--- config.mk ---
export PLATFORM = sky130hd
export DESIGN_NAME = cache2w_top
export DESIGN_NICKNAME = d
export VERILOG_FILES = /design/src/rtl/cache2w_pkg.sv /design/src/rtl/cache2w_addr_split.sv /design/src/rtl/cache2w_line_store.sv /design/src/rtl/cache2w_recency.sv /design/src/rtl/cache2w_ctrl.sv /design/src/rtl/cache2w_top.sv
export SDC_FILE = /design/constraint.sdc
export NUM_CORES = 1
export LEC_CHECK = 0
export ABC_AREA = 1
export ABC_CLOCK_PERIOD_IN_PS = 6700
export BUFFER_PORTS_ARGS = -buffer_cell sky130_fd_sc_hd__buf_2
export CAP_MARGIN = 20
export CELL_PAD_IN_SITES_DETAIL_PLACEMENT = 1
export CELL_PAD_IN_SITES_GLOBAL_PLACEMENT = 2
export CORE_MARGIN = 3
export CORE_UTILIZATION = 38
export DETAILED_ROUTE_END_ITERATION = 6
export PLACE_DENSITY_LB_ADDON = 0.1
export SLEW_MARGIN = 10
export SYNTH_ARGS = -nofsm -noshare
export SYNTH_HDL_FRONTEND = slang
export SYNTH_SLANG_ARGS = --single-unit
--- constraint.sdc ---
create_clock -name clk -period 6.7 [get_ports clk]
set_input_delay 1.005 -clock clk [delete_from_list [all_inputs] [get_ports clk]]
set_output_delay 1.005 -clock clk [all_outputs]
set_load 0.1 [all_outputs]
--- src/rtl/cache2w_pkg.sv ---
package cache2w_pkg;
    localparam int ADDR_W  = 32;
    localparam int WORD_W  = 32;
    localparam int OFF_W   = 2;
    localparam int WADDR_W = ADDR_W - OFF_W;
    localparam int WAYS    = 2;

    typedef enum logic [1:0] {
        ST_IDLE  = 2'd0,
        ST_FILL  = 2'd1,
        ST_WRITE = 2'd2
    } ctl_state_e;

    // one write into the line store: which way, and the word it receives
    typedef struct packed {
        logic              en;
        logic              way;
        logic [WORD_W-1:0] data;
    } line_wr_t;

    function automatic logic other_way(input logic w);
        return ~w;
    endfunction
endpackage

--- src/rtl/cache2w_addr_split.sv ---
module cache2w_addr_split
    import cache2w_pkg::*;
#(
    parameter int SET_W = 2,
    localparam int TAG_W = WADDR_W - SET_W
) (
    input  logic [ADDR_W-1:0]  addr,
    output logic [SET_W-1:0]   set_idx,
    output logic [TAG_W-1:0]   tag,
    output logic [WADDR_W-1:0] word_addr
);
    logic [OFF_W-1:0] unused_byte_off;

    assign unused_byte_off = addr[OFF_W-1:0];
    assign word_addr       = addr[ADDR_W-1:OFF_W];
    assign set_idx         = word_addr[SET_W-1:0];
    assign tag             = word_addr[WADDR_W-1:SET_W];
endmodule

--- src/rtl/cache2w_line_store.sv ---
module cache2w_line_store
    import cache2w_pkg::*;
#(
    parameter int SETS  = 4,
    parameter int TAG_W = 28,
    localparam int SET_W = $clog2(SETS)
) (
    input  logic                        clk,
    input  logic                        rst,
    input  logic [SET_W-1:0]            set_idx,
    input  logic [TAG_W-1:0]            tag,
    input  line_wr_t                    wr,
    output logic [WAYS-1:0]             hit_vec,
    output logic [WAYS-1:0][WORD_W-1:0] way_word
);
    for (genvar w = 0; w < WAYS; w++) begin : g_way
        logic              vld  [SETS];
        logic [TAG_W-1:0]  tags [SETS];
        logic [WORD_W-1:0] words[SETS];

        always_ff @(posedge clk) begin
            if (rst) begin
                for (int s = 0; s < SETS; s++) begin
                    vld[s] <= 1'b0;
                end
            end else if (wr.en && (wr.way == 1'(w))) begin
                vld[set_idx] <= 1'b1;
            end
        end

        always_ff @(posedge clk) begin
            if (wr.en && (wr.way == 1'(w))) begin
                tags[set_idx]  <= tag;
                words[set_idx] <= wr.data;
            end
        end

        assign hit_vec[w]  = vld[set_idx] && (tags[set_idx] == tag);
        assign way_word[w] = words[set_idx];
    end
endmodule

--- src/rtl/cache2w_recency.sv ---
module cache2w_recency
    import cache2w_pkg::*;
#(
    parameter int SETS = 4,
    localparam int SET_W = $clog2(SETS)
) (
    input  logic             clk,
    input  logic             rst,
    input  logic [SET_W-1:0] set_idx,
    input  logic             touch,
    input  logic             touch_way,
    output logic             victim
);
    logic [SETS-1:0] last_used;

    always_ff @(posedge clk) begin
        if (rst) begin
            last_used <= '1;
        end else if (touch) begin
            last_used[set_idx] <= touch_way;
        end
    end

    assign victim = other_way(last_used[set_idx]);
endmodule

--- src/rtl/cache2w_ctrl.sv ---
module cache2w_ctrl
    import cache2w_pkg::*;
#(
    parameter int CNT_W = 16
) (
    input  logic             clk,
    input  logic             rst,
    input  logic             cpu_req,
    input  logic             cpu_we,
    input  logic             hit,
    input  logic             mem_ack,
    output logic             cpu_ready,
    output logic             mem_req,
    output logic             mem_we,
    output logic             rd_hit,
    output logic             fill_en,
    output logic             whit_en,
    output logic             touch,
    output logic [CNT_W-1:0] hit_count,
    output logic [CNT_W-1:0] miss_count
);
    ctl_state_e state, state_nx;
    logic       wr_done, bump_hit, bump_miss;

    assign rd_hit    = (state == ST_IDLE) && cpu_req && !cpu_we && hit;
    assign fill_en   = (state == ST_FILL) && mem_ack;
    assign wr_done   = (state == ST_WRITE) && mem_ack;
    assign whit_en   = wr_done && hit;
    assign cpu_ready = rd_hit || fill_en || wr_done;
    assign mem_req   = (state != ST_IDLE);
    assign mem_we    = (state == ST_WRITE);
    assign touch     = rd_hit || fill_en || whit_en;
    assign bump_hit  = rd_hit || whit_en;
    assign bump_miss = fill_en || (wr_done && !hit);

    always_comb begin
        state_nx = state;
        unique case (state)
            ST_IDLE: begin
                if (cpu_req && cpu_we) begin
                    state_nx = ST_WRITE;
                end else if (cpu_req && !hit) begin
                    state_nx = ST_FILL;
                end
            end
            ST_FILL:  if (mem_ack) state_nx = ST_IDLE;
            ST_WRITE: if (mem_ack) state_nx = ST_IDLE;
            default:  state_nx = ST_IDLE;
        endcase
    end

    always_ff @(posedge clk) begin
        if (rst) begin
            state      <= ST_IDLE;
            hit_count  <= '0;
            miss_count <= '0;
        end else begin
            state <= state_nx;
            if (bump_hit)  hit_count  <= hit_count + 1'b1;
            if (bump_miss) miss_count <= miss_count + 1'b1;
        end
    end
endmodule

--- src/rtl/cache2w_top.sv ---
module cache2w_top
    import cache2w_pkg::*;
#(
    parameter int SETS  = 4,
    parameter int CNT_W = 16,
    localparam int SET_W = $clog2(SETS),
    localparam int TAG_W = WADDR_W - SET_W
) (
    input  logic               clk,
    input  logic               rst,
    input  logic               cpu_req,
    input  logic               cpu_we,
    input  logic [ADDR_W-1:0]  cpu_addr,
    input  logic [WORD_W-1:0]  cpu_wdata,
    output logic               cpu_ready,
    output logic [WORD_W-1:0]  cpu_rdata,
    output logic               mem_req,
    output logic               mem_we,
    output logic [WADDR_W-1:0] mem_addr,
    output logic [WORD_W-1:0]  mem_wdata,
    input  logic               mem_ack,
    input  logic [WORD_W-1:0]  mem_rdata,
    output logic [CNT_W-1:0]   hit_count,
    output logic [CNT_W-1:0]   miss_count
);
    logic [SET_W-1:0]            set_idx;
    logic [TAG_W-1:0]            tag;
    logic [WAYS-1:0]             hit_vec;
    logic [WAYS-1:0][WORD_W-1:0] way_word;
    logic                        hit, hit_way, victim;
    logic                        rd_hit, fill_en, whit_en, touch;
    line_wr_t                    line_wr;

    cache2w_addr_split #(.SET_W(SET_W)) u_split (
        .addr      (cpu_addr),
        .set_idx   (set_idx),
        .tag       (tag),
        .word_addr (mem_addr)
    );

    cache2w_line_store #(.SETS(SETS), .TAG_W(TAG_W)) u_store (
        .clk      (clk),
        .rst      (rst),
        .set_idx  (set_idx),
        .tag      (tag),
        .wr       (line_wr),
        .hit_vec  (hit_vec),
        .way_word (way_word)
    );

    cache2w_recency #(.SETS(SETS)) u_rec (
        .clk       (clk),
        .rst       (rst),
        .set_idx   (set_idx),
        .touch     (touch),
        .touch_way (fill_en ? victim : hit_way),
        .victim    (victim)
    );

    cache2w_ctrl #(.CNT_W(CNT_W)) u_ctrl (
        .clk        (clk),
        .rst        (rst),
        .cpu_req    (cpu_req),
        .cpu_we     (cpu_we),
        .hit        (hit),
        .mem_ack    (mem_ack),
        .cpu_ready  (cpu_ready),
        .mem_req    (mem_req),
        .mem_we     (mem_we),
        .rd_hit     (rd_hit),
        .fill_en    (fill_en),
        .whit_en    (whit_en),
        .touch      (touch),
        .hit_count  (hit_count),
        .miss_count (miss_count)
    );

    assign hit     = |hit_vec;
    assign hit_way = hit_vec[1];

    assign line_wr.en   = fill_en || whit_en;
    assign line_wr.way  = fill_en ? victim : hit_way;
    assign line_wr.data = fill_en ? mem_rdata : cpu_wdata;

    assign mem_wdata = cpu_wdata;

    // word leaves only once the way is known
    always_comb begin
        if (rd_hit) begin
            cpu_rdata = way_word[hit_way];
        end else if (fill_en) begin
            cpu_rdata = mem_rdata;
        end else begin
            cpu_rdata = '0;
        end
    end
endmodule

==> results of run 1 <==
[final timing paths]
check	from	to	slack, ps	cells after the start
min	u_ctrl.miss_count[13]	u_ctrl.miss_count[13]	480	2
max reg2reg	u_store.g_way[0].tags[3][13]	u_store.g_way[0].words[1][11]	3140	17
max	cpu_addr[2]	cpu_rdata[4]	1260	20
min reg2reg	u_ctrl.miss_count[13]	u_ctrl.miss_count[13]	480	2
[cells in the mapped netlist (all sizes together), types with 2 or more instances]
cell type | count | area, µm²
o21bai | 2 | 15.01
clkbuf | 49 | 183.9
nand3 | 195 | 975.9
xor2 | 12 | 105.1
o211ai | 7 | 52.55
nor3 | 18 | 90.09
nand2 | 1006 | 3804
nor2 | 109 | 411.7
a22oi | 64 | 480.5
xnor2 | 4 | 35.03
buf | 112 | 757.0
nor4 | 5 | 31.28
dfxtp | 38 | 760.7
edfxtp | 488 | 14650
nand4 | 47 | 294.0
and3 | 2 | 12.51
inv | 108 | 405.4
a21oi | 31 | 155.2
ha | 5 | 62.56
o21ai | 81 | 409.2
[cell type report]
| cell class | instances | area share (%) |
|---|---|---|
| Sequential cell | 526 | 55.76 |
| Tap cell | 828 | 3.747 |
| Multi-Input combinational cell | 1592 | 25.49 |
| Timing Repair Buffer | 254 | 7.051 |
| Clock buffer | 72 | 5.440 |
| Antenna cell | 1 | 0.009051 |
| Clock inverter | 34 | 1.032 |
| Inverter | 108 | 1.471 |
[power breakdown]
part           internal [mW]  switching, mW  total (mW)
Combinational          0.280          0.964        1.24
Sequential              3.74         0.0212        3.76
Clock                   1.74           1.28        3.02
[routing by layer]
layer	routed length, µm	GRT usage (%)
met5	0	0
met4	1493	5.258
met3	2519	3.295
met2	35060	37.35
met1	30480	26.55
[logic make-up (layout without fill, tap and decap cells)]
family,after synthesis,in the layout,share of synthesized area (%)
buffers and inverters,269,468,5.674
DFF,526,526,64.97
adders and majority gates,5,5,0.2637
and+or+nand+nor,1384,1384,23.74
other,0,1,0
AOI/OAI and AO/OA,187,187,4.762
xor gates and xnor gates,16,16,0.5906
[critical path, stage by stage]
cell	delay, ps
buf_4	100
clkinv_2	410
buf_4	460
nand2_1	110
nand2_1	50
nand2_1	90
nand3_1	170
nand2_1	110
inv_1	40
nand2_1	50
nor2_1	40
nand2_1	130
nor2_1	60
nand2_1	190
nand2_2	130
nand2_2	70
buf_4	530
nand3_1	150
o21ai_1	190
buf_12	210
[metrics by stage]
stage	hold WS [ps]	cell area [µm²]
4_1_cts	476.7	27620
3_3_place_gp	445.4	25830
2_1_floorplan	428.9	23730
6_report	479.9	27650
5_1_grt	494.2	27650
3_5_place_dp	460.7	25830
[flip-flops by register name, summed over array words and instances (netlist names)]
name / count
u_ctrl.state: 2
u_rec.last_used: 4
u_ctrl.hit_count: 16
u_store.g_way.words: 256
u_store.g_way.tags: 224
u_store.g_way.vld: 8
u_ctrl.miss_count: 16
==> impl_metrics.env, run 1 <==
export IMPL_cts_tree="yes"
export IMPL_start_util_pct=38.87
export IMPL_rsz0062_at_grt="no"
export IMPL_clk_latency_ps=620
export IMPL_drv_slew=0
export IMPL_path_clk_slew_ps=60
export IMPL_synth_area_um2=23730
export IMPL_cts_htree_levels=2
export IMPL_grt_max_degree=71
export IMPL_drc=0
export IMPL_synth_edff_count=488
export IMPL_yosysUniqueCellTypes=33
export IMPL_hold_violations=0
export IMPL_antenna_found_initial=5
export IMPL_worst_path_max_fanout=66
export IMPL_dieHeight_um=255.9
export IMPL_final_common_cell="nand2_1"
export IMPL_tns_ps=0
export IMPL_fin_ws_ps=1258
export IMPL_min_path_type="flip-flop to flip-flop"
export IMPL_vias=17340
export IMPL_cap_violations=0
export IMPL_drive_above_1_share_pct=13.81
export IMPL_track_usage_pct=20.92
export IMPL_cts_max_path_buffers=3
export IMPL_synth_seq_cells=526
export IMPL_fin_nets=2646
export IMPL_timing_fmax_ghz=0.1837
export IMPL_yosys_warnings=0
export IMPL_post_cts_setup_buffers=0
export IMPL_syn_num_nets=2493
export IMPL_dpl_worst_slack_ps=1197
export IMPL_syn_to_final_growth_pct=16.52
export IMPL_place_gp_congestion=0.8690
export IMPL_core_area_um2=61030
export IMPL_async_flop_share_pct=0
export IMPL_grt_pass1_vias=18020
export IMPL_total_power_mw=8.023
export IMPL_final_cell_mix="nand2_1 (996), edfxtp_1 (488), nand3_1 (195)"
export IMPL_fin_crit_ps=5442
export IMPL_cts_resized_gates=0
export IMPL_worstMarginPinSlew_ps=1020
export IMPL_drtAntennaViolNets=0
export IMPL_leakage_nw=10.93
export IMPL_wl_per_cell_um=20.36
export IMPL_irDropWorstVdd_mv=0.1879
export IMPL_cts_buffers=58
export IMPL_overflow=0
export IMPL_drt_total_wl_um=69550
export IMPL_outcome="completed"
export IMPL_dr_pass1_iters=5
export IMPL_die_w_um=255.9
export IMPL_worstPathArrival_ps=4440
export IMPL_clock_skew_final_ps=15.62
export IMPL_end_kind="output port"
export IMPL_dieArea_um2=65470
export IMPL_multi_input_area_um2=7048
export IMPL_worstPathRequired_ps=5690
export IMPL_grt_pass1_wl_um=106600
export IMPL_synth_cells=2387
export IMPL_crit_type="primary input to output port"
export IMPL_worst_setup_path_start_kind="primary input"
export IMPL_synth_main_ff_cell="edfxtp_1"
export IMPL_syn_avg_cell_area_um2=9.940
export IMPL_utilization_pct=45.30
export IMPL_power_density_nw_per_um2=290.2
export IMPL_register_area_um2=15410
export IMPL_post_route_period_util_pct=81.23
export IMPL_drt_iter0_drc=895
export IMPL_io_pins=230
export IMPL_dp_final_hpwl_um=43800
export IMPL_portBuffers=227
export IMPL_fill_cells=6858
export IMPL_setup_viol=0
export IMPL_ys_seq_area_share_pct=64.97
export IMPL_clock_sinks=526
export IMPL_finalNonFillerCells=3415
export IMPL_fp_row_count=90
export IMPL_root_buffer="clkbuf_16"
export IMPL_slew_headroom_pct=31.92
export IMPL_drt_vias_per_instance=5.079
export IMPL_holdBufCountCts=0
export IMPL_placed_cells=3307
(Power assumes the default switching activity.)
==> inputs of run 2 (changes only) <==
--- a/config.mk
+++ b/config.mk
@@ -6,13 +6,13 @@
 export NUM_CORES = 1
 export LEC_CHECK = 0
 export ABC_AREA = 1
-export ABC_CLOCK_PERIOD_IN_PS = 6700
+export ABC_CLOCK_PERIOD_IN_PS = 5000
 export BUFFER_PORTS_ARGS = -buffer_cell sky130_fd_sc_hd__buf_2
 export CAP_MARGIN = 20
 export CELL_PAD_IN_SITES_DETAIL_PLACEMENT = 1
 export CELL_PAD_IN_SITES_GLOBAL_PLACEMENT = 2
 export CORE_MARGIN = 3
-export CORE_UTILIZATION = 38
+export CORE_UTILIZATION = 34
 export DETAILED_ROUTE_END_ITERATION = 6
 export PLACE_DENSITY_LB_ADDON = 0.1
 export SLEW_MARGIN = 10
==> constraint.sdc (replaced) <==
create_clock -name clk -period 5 [get_ports clk]
set_input_delay 0.75 -clock clk [delete_from_list [all_inputs] [get_ports clk]]
set_output_delay 0.75 -clock clk [all_outputs]
set_load 0.1 [all_outputs]
==> run 2 against run 1 <==
Core utilization shrank 4.3 points; combinational power up 37%; clock power increased by 45%; critical endpoint is now cpu_rdata[17]; highest routed layer unchanged.
==> impl_metrics.env, run 2 (synthesis gave the netlist of run 1 again) <==
export IMPL_use_met1_pct=25.21
export IMPL_worstPathCellList="buf_4 -> clkinv_2 -> buf_12 -> nand2_1 -> nand2_1 -> nand2_1 -> nand3_1 -> nand2_1 -> inv_1 -> nand2_1 -> nor2_1 -> nand2_1 -> nor2_1 -> nand2_1 -> nand2_2 -> nand2_2 -> buf_12 -> nand3_1 -> o21ai_1 -> buf_12"
export IMPL_dieHeight_um=270.2
export IMPL_grt_util_met2_pct=35.43
export IMPL_grt_max_degree=68
export IMPL_fin_crit_ps=4553
export IMPL_worst_setup_path_start_kind="primary input"
export IMPL_rrSetupSlack_ps=1680
export IMPL_worstPathRequired_ps=4250
export IMPL_swShare_pct=28.56
export IMPL_portBuffers=227
export IMPL_path_clk_slew_ps=60
export IMPL_largest_reg_flops=256
export IMPL_dr_pass1_iters=5
export IMPL_drt_iter0_drc=974
export IMPL_cts_tree="yes"
export IMPL_p_switching_mw=3.173
export IMPL_worstPathArrival_ps=3800
export IMPL_drtAntennaViolNets=0
export IMPL_root_buffer="clkbuf_16"
export IMPL_worstMarginPinSlew_ps=966.9
export IMPL_min_path_type="primary input to flip-flop"
export IMPL_overflow=0
export IMPL_antenna_found_initial=5
export IMPL_cts_max_path_buffers=3
export IMPL_drive_above_1_share_pct=14.66
export IMPL_placed_cells=3429
export IMPL_place_gp_congestion=0.8339
export IMPL_crit_buf_inv=6
export IMPL_cts_buffers=60
export IMPL_post_cts_setup_buffers=0
export IMPL_p_clk_share_pct=39.4
export IMPL_drc=0
export IMPL_timing_critical_path_mode_cell="nand2_1"
export IMPL_final_cell_area_um2=28230
export IMPL_max_stage_delay_ps=270
export IMPL_drt_total_wl_um=72740
export IMPL_grtUsageMet3_pct=2.638
export IMPL_clk_latency_ps=660
export IMPL_timing_rr_end="u_store.g_way[1].tags[1][11]"
export IMPL_worst_path_max_delay_cell="buf_12"
export IMPL_crit_type="primary input to output port"
export IMPL_timing_fmax_ghz=0.2196
export IMPL_placed_area_um2=26230
export IMPL_rr_worst_depth=16
export IMPL_dp_final_hpwl_um=46550
export IMPL_final_common_cell="nand2_1"
export IMPL_outcome="completed"
export IMPL_grt_pass1_wl_um=111500
export IMPL_power_density_nw_per_um2=393.5
export IMPL_wl_per_cell_um=20.52
export IMPL_clock_skew_final_ps=62.94
export IMPL_holdPathEnd="u_store.g_way[0].tags[0][18]"
export IMPL_drt_vias_per_instance=4.949
export IMPL_final_cell_mix="nand2_1 (996), edfxtp_1 (488), nand3_1 (195)"
export IMPL_p_seq_share_pct=45.3
export IMPL_cap_violations=0
export IMPL_hold_violations=0
export IMPL_post_route_period_util_pct=91.06
export IMPL_clock_sinks=526
export IMPL_slew_headroom_pct=35.54
export IMPL_holdBufCountCts=0
export IMPL_end_kind="output port"
export IMPL_cp_top_family="simple AND/OR/NAND/NOR gates"
export IMPL_leakage_nw=11.13
export IMPL_internal_power_mw=7.936
export IMPL_irDropWorstVdd_mv=0.2637
export IMPL_track_usage_pct=19.69
export IMPL_drv_slew=0
export IMPL_cts_htree_levels=2
export IMPL_worst_path_max_fanout=62
export IMPL_dieArea_um2=72990
export IMPL_max_flop_register="u_store.g_way.words"
export IMPL_vias=17540
export IMPL_setup_viol=0
export IMPL_power_frac_comb_pct=15.3
export IMPL_reg_top3="u_store.g_way.words x256, u_store.g_way.tags x224"
export IMPL_r2r_start="u_store.g_way[1].tags[3][10]"
export IMPL_hold_depth=1
export IMPL_hp_start="cpu_addr[22]"
export IMPL_syn_to_final_growth_pct=18.99
export IMPL_start_util_pct=34.47
export IMPL_die_w_um=270.2
export IMPL_core_area_um2=68830
export IMPL_grt_busiest_layer="met2"
export IMPL_io_pins=230
export IMPL_rsz0062_at_grt="no"
export IMPL_timing_hold_ws_ps=449.2
export IMPL_tns_ps=0
export IMPL_fin_nets=2667
export IMPL_finalNonFillerCells=3545
export IMPL_grt_pass1_vias=18410
export IMPL_fp_row_count=96
export IMPL_cts_resized_gates=0
[run 2: changes by cell type in the layout (fill, tap and decap cells not counted), moves of 2 or more]
cell,before,now
clkinvlp_4,0,4
buf_12,42,51
inv_6,5,0
clkinv_1,15,12
buf_4,19,28
clkbuf_16,58,60
bufinv_16,4,6
clkinv_16,0,3
clkbuf_1,14,18
[run 2: metal layers]
layer | wire length, µm | vias up
met5 | 0 | -
met4 | 1321 | 0
met3 | 2386 | 78
met2 | 37160 | 278
met1 | 31870 | 8765
li1 | - | 8422
[run 2: layout make-up]
class | count | area, µm²
flip-flops and latches | 526 | 15410
multi-input cells | 1592 | 7048
well taps | 931 | 1165
clock inverters | 36 | 415.4
clock buffers | 78 | 1569
inverters | 108 | 406.6
repair buffers | 273 | 2212
diodes | 1 | 2.502
fillers | 7702 | 40590
[run 2: worst max path at each step]
stage,slack (ps),to,startpoint,cells after the start
after floorplan,-310,u_store.g_way[1].tags[0][0],cpu_addr[2],18
after global placement,430,cpu_rdata[26],cpu_addr[2],18
after detailed placement,400,cpu_rdata[26],cpu_addr[2],19
after CTS,390,cpu_rdata[26],cpu_addr[2],18
after global routing,200,cpu_rdata[8],cpu_addr[2],17
final,450,cpu_rdata[17],cpu_addr[2],20
[run 2: power by group through the flow]
stage / combinational (mW) / clock, mW / sequential, mW
5_1_grt: 1.85 / 4.69 / 5.04
4_1_cts: 1.73 / 4.52 / 5.03
3_5_place_dp: 1.73 / 0 / 5.13
2_1_floorplan: 1.12 / 0 / 5.16
6_report: 1.70 / 4.38 / 5.03
3_3_place_gp: 1.70 / 0 / 5.12
[run 2: worst reg2reg max path, stage by stage, from the launching register on]
cell	delay (ps)
edfxtp_1	360
inv_1	60
nor2_1	40
a21oi_1	210
nand2_1	100
nand2_1	70
nand2_1	60
nor2_1	180
nand3_1	100
nor2_1	210
nand2_2	190
nand2_1	100
o21ai_1	110
inv_1	220
nand2_2	240
nor2_4	400
buf_4	350
[run 2: metrics by stage]
stage	setup WS (ps)	total power, mW	util (%)
after floorplan	-311.6	6.277	-
after global placement	426.8	6.817	38.11
after detailed placement	404.9	6.855	38.11
after CTS	390.8	11.29	41.00
after global routing	196.6	11.58	41.02
final	447.2	11.11	41.02
